### src/rtl/strap_cfg_pkg.sv
package strap_cfg_pkg;
  localparam int ADDR_W = 7;
  localparam int REG_W  = 8;

  localparam logic [1:0] LVL_LOW  = 2'b00;
  localparam logic [1:0] LVL_HIGH = 2'b01;
  localparam logic [1:0] LVL_OPEN = 2'b10;

  typedef struct packed {
    logic       mclk;
    logic       clk2;
    logic       clk1;
    logic       dbl;
    logic [1:0] scale;
    logic [1:0] fs;
  } ctrl_t;

  // 11 is read as open
  function automatic logic is_open(input logic [1:0] p);
    return p[1];
  endfunction

  function automatic logic [ADDR_W-1:0] strap_addr(input logic [1:0] a,
                                                    input logic [1:0] b);
    logic [ADDR_W-1:0] r;
    if (is_open(b)) begin
      if (is_open(a))        r = 7'b1100000;
      else if (a == LVL_LOW) r = 7'b1100011;
      else                   r = 7'b1100010;
    end else if (b == LVL_LOW) begin
      if (is_open(a))        r = 7'b1100100;
      else if (a == LVL_LOW) r = 7'b1101000;
      else                   r = 7'b1110000;
    end else begin
      if (is_open(a))        r = 7'b1110001;
      else if (a == LVL_LOW) r = 7'b1110010;
      else                   r = 7'b1110100;
    end
    return r;
  endfunction

  function automatic ctrl_t pin_ctrl(input logic [1:0] a, input logic [1:0] b,
                                     input logic [1:0] f);
    ctrl_t c;
    c.mclk  = (a == LVL_HIGH);
    c.clk1  = is_open(b) || (b == LVL_LOW);
    c.clk2  = is_open(b) || (b == LVL_HIGH);
    c.dbl   = 1'b0;
    c.scale = 2'b00;
    if (is_open(f))        c.fs = 2'b10;
    else if (f == LVL_LOW) c.fs = 2'b00;
    else                   c.fs = 2'b01;
    return c;
  endfunction
endpackage

### src/rtl/strap_cfg_sync.sv
module strap_cfg_sync #(
  parameter int STAGES = 2
) (
  input  logic clk,
  input  logic rst_n,
  input  logic scl_i,
  input  logic sda_i,
  output logic scl_s,
  output logic sda_s,
  output logic scl_rise,
  output logic scl_fall,
  output logic start_evt,
  output logic stop_evt
);
  logic [STAGES-1:0] scl_pipe, sda_pipe;
  logic scl_q, sda_q;

  generate
    for (genvar i = 0; i < STAGES; i++) begin : g_stage
      always_ff @(posedge clk or negedge rst_n) begin
        if (!rst_n) begin
          scl_pipe[i] <= 1'b1;
          sda_pipe[i] <= 1'b1;
        end else if (i == 0) begin
          scl_pipe[i] <= scl_i;
          sda_pipe[i] <= sda_i;
        end else begin
          scl_pipe[i] <= scl_pipe[i-1];
          sda_pipe[i] <= sda_pipe[i-1];
        end
      end
    end
  endgenerate

  assign scl_s = scl_pipe[STAGES-1];
  assign sda_s = sda_pipe[STAGES-1];

  always_ff @(posedge clk or negedge rst_n) begin
    if (!rst_n) begin
      scl_q <= 1'b1;
      sda_q <= 1'b1;
    end else begin
      scl_q <= scl_s;
      sda_q <= sda_s;
    end
  end

  assign scl_rise  = scl_s & ~scl_q;
  assign scl_fall  = ~scl_s & scl_q;
  assign start_evt = scl_s & scl_q & sda_q & ~sda_s;
  assign stop_evt  = scl_s & scl_q & ~sda_q & sda_s;
endmodule

### src/rtl/strap_cfg_engine.sv
module strap_cfg_engine
  import strap_cfg_pkg::*;
(
  input  logic              clk,
  input  logic              rst_n,
  input  logic              sda_s,
  input  logic              scl_rise,
  input  logic              scl_fall,
  input  logic              start_evt,
  input  logic              stop_evt,
  input  logic [ADDR_W-1:0] dev_addr,
  output logic              sda_oe,
  output logic [REG_W-1:0]  ctrl_reg,
  output logic              addr_done,
  output logic              addr_hit,
  output logic              reg_we
);
  typedef enum logic [3:0] {
    S_IDLE, S_ADDR, S_ADDR_END, S_ACK_A, S_WDATA, S_WDATA_END,
    S_WACK, S_RDATA, S_RACK, S_SKIP
  } st_e;

  localparam int CNT_W = $clog2(REG_W + 1);
  localparam logic [CNT_W-1:0] LAST_BIT = CNT_W'(REG_W - 1);
  localparam logic [CNT_W-1:0] ALL_BITS = CNT_W'(REG_W);

  st_e              st;
  logic [REG_W-1:0] sh;
  logic [CNT_W-1:0] cnt;
  logic             rd, first, mack;
  logic             bus_ev;
  logic [REG_W-1:0] wdata;

  assign bus_ev    = start_evt | stop_evt;
  assign addr_hit  = (sh[REG_W-1:1] == dev_addr);
  assign addr_done = (st == S_ADDR_END) && scl_fall && !bus_ev;
  assign wdata     = {sh[REG_W-2:0], sda_s};
  assign reg_we    = (st == S_WDATA) && scl_rise && (cnt == LAST_BIT) && first && !bus_ev;

  always_ff @(posedge clk or negedge rst_n) begin
    if (!rst_n) ctrl_reg <= '0;
    else if (reg_we) ctrl_reg <= wdata;
  end

  always_ff @(posedge clk or negedge rst_n) begin
    if (!rst_n) begin
      st <= S_IDLE; sh <= '0; cnt <= '0;
      rd <= 1'b0; first <= 1'b0; mack <= 1'b0; sda_oe <= 1'b0;
    end else if (start_evt) begin
      st <= S_ADDR; cnt <= '0; sda_oe <= 1'b0;
    end else if (stop_evt) begin
      st <= S_IDLE; sda_oe <= 1'b0;
    end else begin
      unique case (st)
        S_ADDR, S_WDATA: if (scl_rise) begin
          sh  <= wdata;
          cnt <= cnt + 1'b1;
          if (cnt == LAST_BIT) st <= (st == S_ADDR) ? S_ADDR_END : S_WDATA_END;
        end
        S_ADDR_END: if (scl_fall) begin
          if (addr_hit) begin
            sda_oe <= 1'b1;
            rd     <= sh[0];
            st     <= S_ACK_A;
          end else st <= S_SKIP;
        end
        S_ACK_A: if (scl_fall) begin
          cnt   <= '0;
          first <= 1'b1;
          if (rd) begin
            sh     <= ctrl_reg;
            sda_oe <= ~ctrl_reg[REG_W-1];
            st     <= S_RDATA;
          end else begin
            sda_oe <= 1'b0;
            st     <= S_WDATA;
          end
        end
        S_WDATA_END: if (scl_fall) begin
          sda_oe <= first;
          st     <= S_WACK;
        end
        S_WACK: if (scl_fall) begin
          sda_oe <= 1'b0;
          first  <= 1'b0;
          cnt    <= '0;
          st     <= S_WDATA;
        end
        S_RDATA: begin
          if (scl_rise) cnt <= cnt + 1'b1;
          else if (scl_fall) begin
            if (cnt == ALL_BITS) begin
              sda_oe <= 1'b0;
              st     <= S_RACK;
            end else begin
              sh     <= {sh[REG_W-2:0], 1'b0};
              sda_oe <= ~sh[REG_W-2];
            end
          end
        end
        S_RACK: begin
          if (scl_rise) mack <= ~sda_s;
          else if (scl_fall) begin
            if (mack) begin
              sh     <= ctrl_reg;
              sda_oe <= ~ctrl_reg[REG_W-1];
              cnt    <= '0;
              st     <= S_RDATA;
            end else st <= S_SKIP;
          end
        end
        default: ;
      endcase
    end
  end
endmodule

### src/rtl/strap_cfg_outmux.sv
module strap_cfg_outmux
  import strap_cfg_pkg::*;
(
  input  logic             hw_mode,
  input  logic [REG_W-1:0] ctrl_reg,
  input  logic [1:0]       strap_a,
  input  logic [1:0]       strap_b,
  input  logic [1:0]       fsel,
  output ctrl_t            ctrl_out
);
  ctrl_t sw_ctrl, hw_ctrl;
  assign sw_ctrl  = ctrl_t'(ctrl_reg);
  assign hw_ctrl  = pin_ctrl(strap_a, strap_b, fsel);
  assign ctrl_out = hw_mode ? hw_ctrl : sw_ctrl;
endmodule

### src/rtl/strap_cfg_target.sv
module strap_cfg_target
  import strap_cfg_pkg::*;
(
  input  logic       clk,
  input  logic       rst_n,
  input  logic       scl_i,
  input  logic       sda_i,
  output logic       sda_oe,
  input  logic       hw_mode,
  input  logic [1:0] strap_a,
  input  logic [1:0] strap_b,
  input  logic [1:0] fsel,
  output logic       mclk_en,
  output logic       clk_out2_en,
  output logic       clk_out1_en,
  output logic       rate_dbl,
  output logic [1:0] scale_code,
  output logic [1:0] fs_code
);
  logic scl_s, sda_s, scl_rise, scl_fall, start_evt, stop_evt;
  logic addr_done, addr_hit, reg_we, addr_valid;
  logic [ADDR_W-1:0] dev_addr;
  logic [REG_W-1:0]  ctrl_reg;
  ctrl_t             ctrl_out;

  // one-shot address capture after reset
  always_ff @(posedge clk or negedge rst_n) begin
    if (!rst_n) begin
      addr_valid <= 1'b0;
      dev_addr   <= '0;
    end else if (!addr_valid) begin
      addr_valid <= 1'b1;
      dev_addr   <= strap_addr(strap_a, strap_b);
    end
  end

  strap_cfg_sync #(.STAGES(2)) u_sync (
    .clk(clk), .rst_n(rst_n), .scl_i(scl_i), .sda_i(sda_i),
    .scl_s(scl_s), .sda_s(sda_s), .scl_rise(scl_rise), .scl_fall(scl_fall),
    .start_evt(start_evt), .stop_evt(stop_evt)
  );

  strap_cfg_engine u_eng (
    .clk(clk), .rst_n(rst_n), .sda_s(sda_s), .scl_rise(scl_rise),
    .scl_fall(scl_fall), .start_evt(start_evt), .stop_evt(stop_evt),
    .dev_addr(dev_addr), .sda_oe(sda_oe), .ctrl_reg(ctrl_reg),
    .addr_done(addr_done), .addr_hit(addr_hit), .reg_we(reg_we)
  );

  strap_cfg_outmux u_mux (
    .hw_mode(hw_mode), .ctrl_reg(ctrl_reg), .strap_a(strap_a),
    .strap_b(strap_b), .fsel(fsel), .ctrl_out(ctrl_out)
  );

  assign mclk_en     = ctrl_out.mclk;
  assign clk_out2_en = ctrl_out.clk2;
  assign clk_out1_en = ctrl_out.clk1;
  assign rate_dbl    = ctrl_out.dbl;
  assign scale_code  = ctrl_out.scale;
  assign fs_code     = ctrl_out.fs;
endmodule

### config.mk
export PLATFORM = sky130hd
export DESIGN_NAME = strap_cfg_target
export DESIGN_NICKNAME = d
export VERILOG_FILES = /design/src/rtl/strap_cfg_pkg.sv /design/src/rtl/strap_cfg_sync.sv /design/src/rtl/strap_cfg_engine.sv /design/src/rtl/strap_cfg_outmux.sv /design/src/rtl/strap_cfg_target.sv
export SDC_FILE = /design/constraint.sdc
export NUM_CORES = 1
export LEC_CHECK = 0
export BUFFER_PORTS_ARGS = -buffer_cell sky130_fd_sc_hd__buf_2
export CORE_MARGIN = 3
export CORE_UTILIZATION = 50
export DETAILED_ROUTE_END_ITERATION = 7
export PLACE_DENSITY = 0.75
export SYNTH_ARGS = -nofsm -noshare
export SYNTH_HDL_FRONTEND = slang
export SYNTH_HIERARCHICAL = 1
export SYNTH_SLANG_ARGS = --single-unit
### constraint.sdc
create_clock -name clk -period 4.97 [get_ports clk]
set_input_delay 0.994 -clock clk [delete_from_list [all_inputs] [get_ports clk]]
set_output_delay 0.994 -clock clk [all_outputs]
set_load 0.02 [all_outputs]
Word level (Yosys, flattened, before mapping)
Cells that the tools add are included.
W data, S select, Z words.
{"block": "totals", "mem_count": 0, "latchBits": 0, "elab_cells": 164, "register_bits": 42, "output_inout_bits": 9, "ram_bits": 0, "rom_bits": 0}
{"block": "classes", "mul": 0, "n_reduce_logical": 25, "shifts": 0, "n_addsub": 1, "n_bitwise": 16, "order_cmp": 0, "n_eq_ne": 42, "n_div": 0, "mux": 64}
{"op": "$mux W4", "count": 22}
{"op": "$mux W8", "count": 10}
{"op": "$pmux W8 S4", "count": 1}
{"op": "$ne A4 B2 Y1 const B", "count": 7}
{"op": "$pmux W4 S7", "count": 1}
{"op": "$reduce_and A12 Y1", "count": 2}
{"op": "$eq A4 B3 Y1 const B", "count": 5}
{"op": "$mux W1", "count": 17}
{"op": "$ne A4 B1 Y1 const B", "count": 4}
{"op": "$mux W7", "count": 2}
{"op": "$ne A2 B2 Y1 const B", "count": 7}
{"op": "$pmux W4 S3", "count": 1}
{"op": "$reduce_and A11 Y1", "count": 1}
{"op": "$mux W5", "count": 2}
{"op": "$reduce_and A5 Y1", "count": 2}
{"op": "$mux W3", "count": 3}
{"op": "$ne A3 B1 Y1 const B", "count": 3}
{"op": "$reduce_bool A9 Y1", "count": 1}
{"op": "$eq A4 B2 Y1 const B", "count": 2}
{"op": "$eq A4 B4 Y1 const B", "count": 2}
{"op": "$ne A2 B1 Y1 const B", "count": 4}
{"op": "$ne A4 B4 Y1 const B", "count": 2}
{"op": "$not A1 Y1", "count": 8}
{"op": "$reduce_bool A4 Y1", "count": 2}
{"op": "other kinds (21)", "count": 37}

Depth between registers and ports, before layout
{"block": "depth", "word_depth": 7, "depth_mapped": 8, "ltp_nobuf": 7}

By module
The synthesis kept the hierarchy.
{"module": "strap_cfg_engine", "seq_area_each_um2": 700.7, "instances": 1, "area_each_um2": 2018.2, "cells_per_inst": 206}
{"module": "strap_cfg_target", "seq_area_each_um2": 175.2, "instances": 1, "area_each_um2": 295.3, "cells_per_inst": 29}
{"module": "strap_cfg_sync", "seq_area_each_um2": 157.7, "instances": 1, "area_each_um2": 190.2, "cells_per_inst": 10}
{"module": "strap_cfg_outmux", "seq_area_each_um2": 0.0, "instances": 1, "area_each_um2": 111.4, "cells_per_inst": 17}

Least setup slack after synthesis
Ideal clock, no wire load.
{"block": "synth_path", "path_kind": "input-to-output", "from": "in hw_mode", "to": "out fs_code[0]", "n_path_buf": 1, "path_slack_ps": 2368, "stages": 2, "arrival_ps": 1608, "required_ps": 3976, "cell_sequence": "buf_6 -> o21ai_0"}
{"block": "synth_between", "elab_chain_cells": 1}
{"item": "start: declaration", "line": "strap_cfg_target.sv:9", "text": "input logic hw_mode,"}
{"item": "$mux W8", "line": "strap_cfg_outmux.sv:14", "text": "assign ctrl_out = hw_mode ? hw_ctrl : sw_ctrl;"}
{"item": "end: declaration", "line": "strap_cfg_target.sv:18", "text": "output logic [1:0] fs_code"}
No other way between the ends.

Worst setup path in the final report
{"block": "layout_path", "from": "in hw_mode", "to": "out fs_code[1]"}
Same word-level chain as after synthesis.

==> results <==
- The TritonCTS clock tree is yes.
- Measured against its own limit, the worst slew margin works out to between 30% and 40%.
- The initial antenna violation count is 0.
- Counting every sink on the clock net gives 41.
- The startpoint of the worst setup timing path is hw_mode.
- The placed wire-length estimate is 3721 µm.
- The total count of max-transition violations in the final report came to 0.
- The finished cells cover 2815 µm².
- The area of the core is 4880 µm².
- Post-CTS repair changed the size of 0 cells.
- Entering global routing, the biggest net connects 42 pins.
- The number of nets in the synthesized netlist is 274.
- The total detailed-routing wirelength is between 5000 and 6000 µm.
- In this run the horizontal extent of the chip is 78.25 µm.
- The post-layout worst setup margin is approximately 2.2 ns.
- The total overflow left after global routing is 0.
- CTS built an H-tree with a depth of 2.
- Of the available clock period, the critical path in the final layout requires 54.95%.
- The transition at the pin with the smallest max-transition slack is about 0.9 ns.
- The via count of the first global-routing pass came to 1865.
- Setup repair after global routing left no endpoint under its margin.
- The final core utilization is 57.69%.
- For the worst flop-to-flop path, the logic depth is 6.
- The kind of path behind the tightest hold check is flip-flop to flip-flop.
- Setup violations remaining at the end of the flow were counted as 0.
- The worst path needs about 2.7 ns of the cycle, external delays included.
- The number of hold-repair buffers added at the cts stage is 0.
- The class of the most critical setup path is input port to output pin.
- The arrival time of data at the critical path endpoint is 1.74 ns.
- The DRC violation count after routing is 0.
- Along the worst path, the maximum fanout reaches 12.
- The number of core rows is 25.
- The number of diodes added for antenna fixing is 0.
- The worst clock skew is 0.002800 ns.
- STA classifies the critical path endpoint as an output pin.
- The starting density of the core is 53.49%.
- The clock transition at the register clock pins on the worst setup and hold paths after CTS is 0.08 ns.
- Dividing total power by cell area gives a power density of 505.7 nW/µm².
- The launch instance of the worst register-to-register path is u_sync/scl_s.
- After routing, the total negative slack on setup checks comes to 0 ns.
- After synthesis the cells add up to between 2000 and 3000 µm².
- The number of input and output port buffers inserted is 19.
- Buffers added to address setup during post-CTS repair amount to 0.
- The post-detailed-placement cell area is 2703 µm².
- The post-route netlist has around 26% of its cells at a drive strength greater than 1.
- The worst setup path endpoint is fs_code[1].
- The tree is rooted in a clkbuf_8.
- The count of final hold-check violations is 0.
- The register-to-register setup slack is 2.28 ns.
- Based on the critical path, the design can be clocked at up to 366.2 MHz.
- Dividing the synthesized area by the synthesized cell count gives 10.00 µm².
- From synthesis to final layout, the design area changed by 7.862%.
- In the synthesized netlist, the number of instances is 261.
- The clock reaches the later pin of the worst-skew pair after 0.29 ns.
- The endpoint identified for the worst register-to-register timing path is u_eng/st[1].
- For this run, the number of Yosys warnings is 6.
- The flow ran to the end, and the final reports show no timing, DRC or antenna violations.
- The number of search-and-repair iterations in the first detailed-routing pass is 5.
- 20 I/O pins were placed.
- The count of routing violations after the opening detailed-route iteration is between 200 and 300.
- The first-pass GRT wire length is 9018 µm.
- The reported leakage power is 1.275 nW.
- In this run, CTS created clock tree buffers numbering 5.
- At the worst endpoint, the required time is 3.98 ns.
- The cell total after placement is 334.
- After detailed routing, the average wire length per cell comes to roughly 16 µm.
- The count of nets left with antenna violations once routing finished came out at 0.
- The count of vias placed by the detailed router is 2048.
- The maximum clock insertion buffer count is 2.
- The reported max-cap violation count is 0.
- The area enclosed by the die boundary is 6123 µm².
- The element type at the critical path start is an input port.
- Timing analysis after detailed placement gives a worst setup slack of 2.232 ns.
- The layout net count is 287.
- The height of the chip is 78.25 µm.
- The mean number of vias per cell is between 5 and 6.
- Across the VDD grid, the largest voltage drop is 272.6 µV.
- The routability congestion estimate from global placement is 0.8447.
- Excluding fillers, the count of instances in the completed layout stands at 342.
- Global routing used 18.50% of the available tracks across all layers.
[where the power goes]
group / internal, mW / switching, mW
Clock: 0.151 / 0.121
Sequential: 0.395 / 0.152
Combinational: 0.295 / 0.311
[through the flow]
| stage | power [mW] | hold slack [ns] |
|---|---|---|
| after floorplan | 1.041 | 0.3452 |
| after global placement | 1.131 | 0.3461 |
| after detailed placement | 1.147 | 0.3505 |
| after CTS | 1.422 | 0.3628 |
| after global routing | 1.520 | 0.3664 |
| final | 1.424 | 0.3593 |
[worst min path at each step]
stage                     depth (start not counted)           end               start
after floorplan                                   0  u_sync/scl_s  u_sync/scl_pipe[0]
after global placement                            0  u_sync/scl_s  u_sync/scl_pipe[0]
after detailed placement                          0  u_sync/scl_s  u_sync/scl_pipe[0]
after CTS                                         0  u_sync/scl_s  u_sync/scl_pipe[0]
after global routing                              0  u_sync/scl_s  u_sync/scl_pipe[0]
final                                             0  u_sync/scl_s  u_sync/scl_pipe[0]
[layout make-up]
class | count | area (µm²)
clock inverter | 3 | 43.79
tap | 67 | 83.83
multi-input combinational | 193 | 1438
fill | 446 | 2064
clock buffer | 5 | 68.82
inverter | 14 | 52.55
timing repair buffer | 19 | 95.09
sequential | 41 | 1033
[placed cells by master, fill, tap and decap left out, types with 4 or more instances in the layout]
cell      count
dfrtp_1      35
mux2_2       24
buf_2        19
inv_1        14
a21oi_1      14
nand2_1      13
nor2_1       12
o21ai_0      11
nor2b_1      10
xor2_1        8
nand2b_1      6
nand3_1       6
dfstp_2       6
clkbuf_8      5
nor3_1        5
nor3b_1       5
a22o_1        4
mux2i_1       4
[metal layers]
metal / part of all wire, % / track usage [%] / up-vias
met2: 47 / 27.74 / 72
li1: - / - / 972
met1: 46 / 26.74 / 994
met3: 5.2 / 3.555 / 10
met4: 1.4 / 6.469 / 0
met5: 0 / 0 / -
[critical path: stages]
cell and delay (ns):
buf_2 0.22, mux2_2 0.36, buf_2 0.16
(Power assumes the default switching activity.)
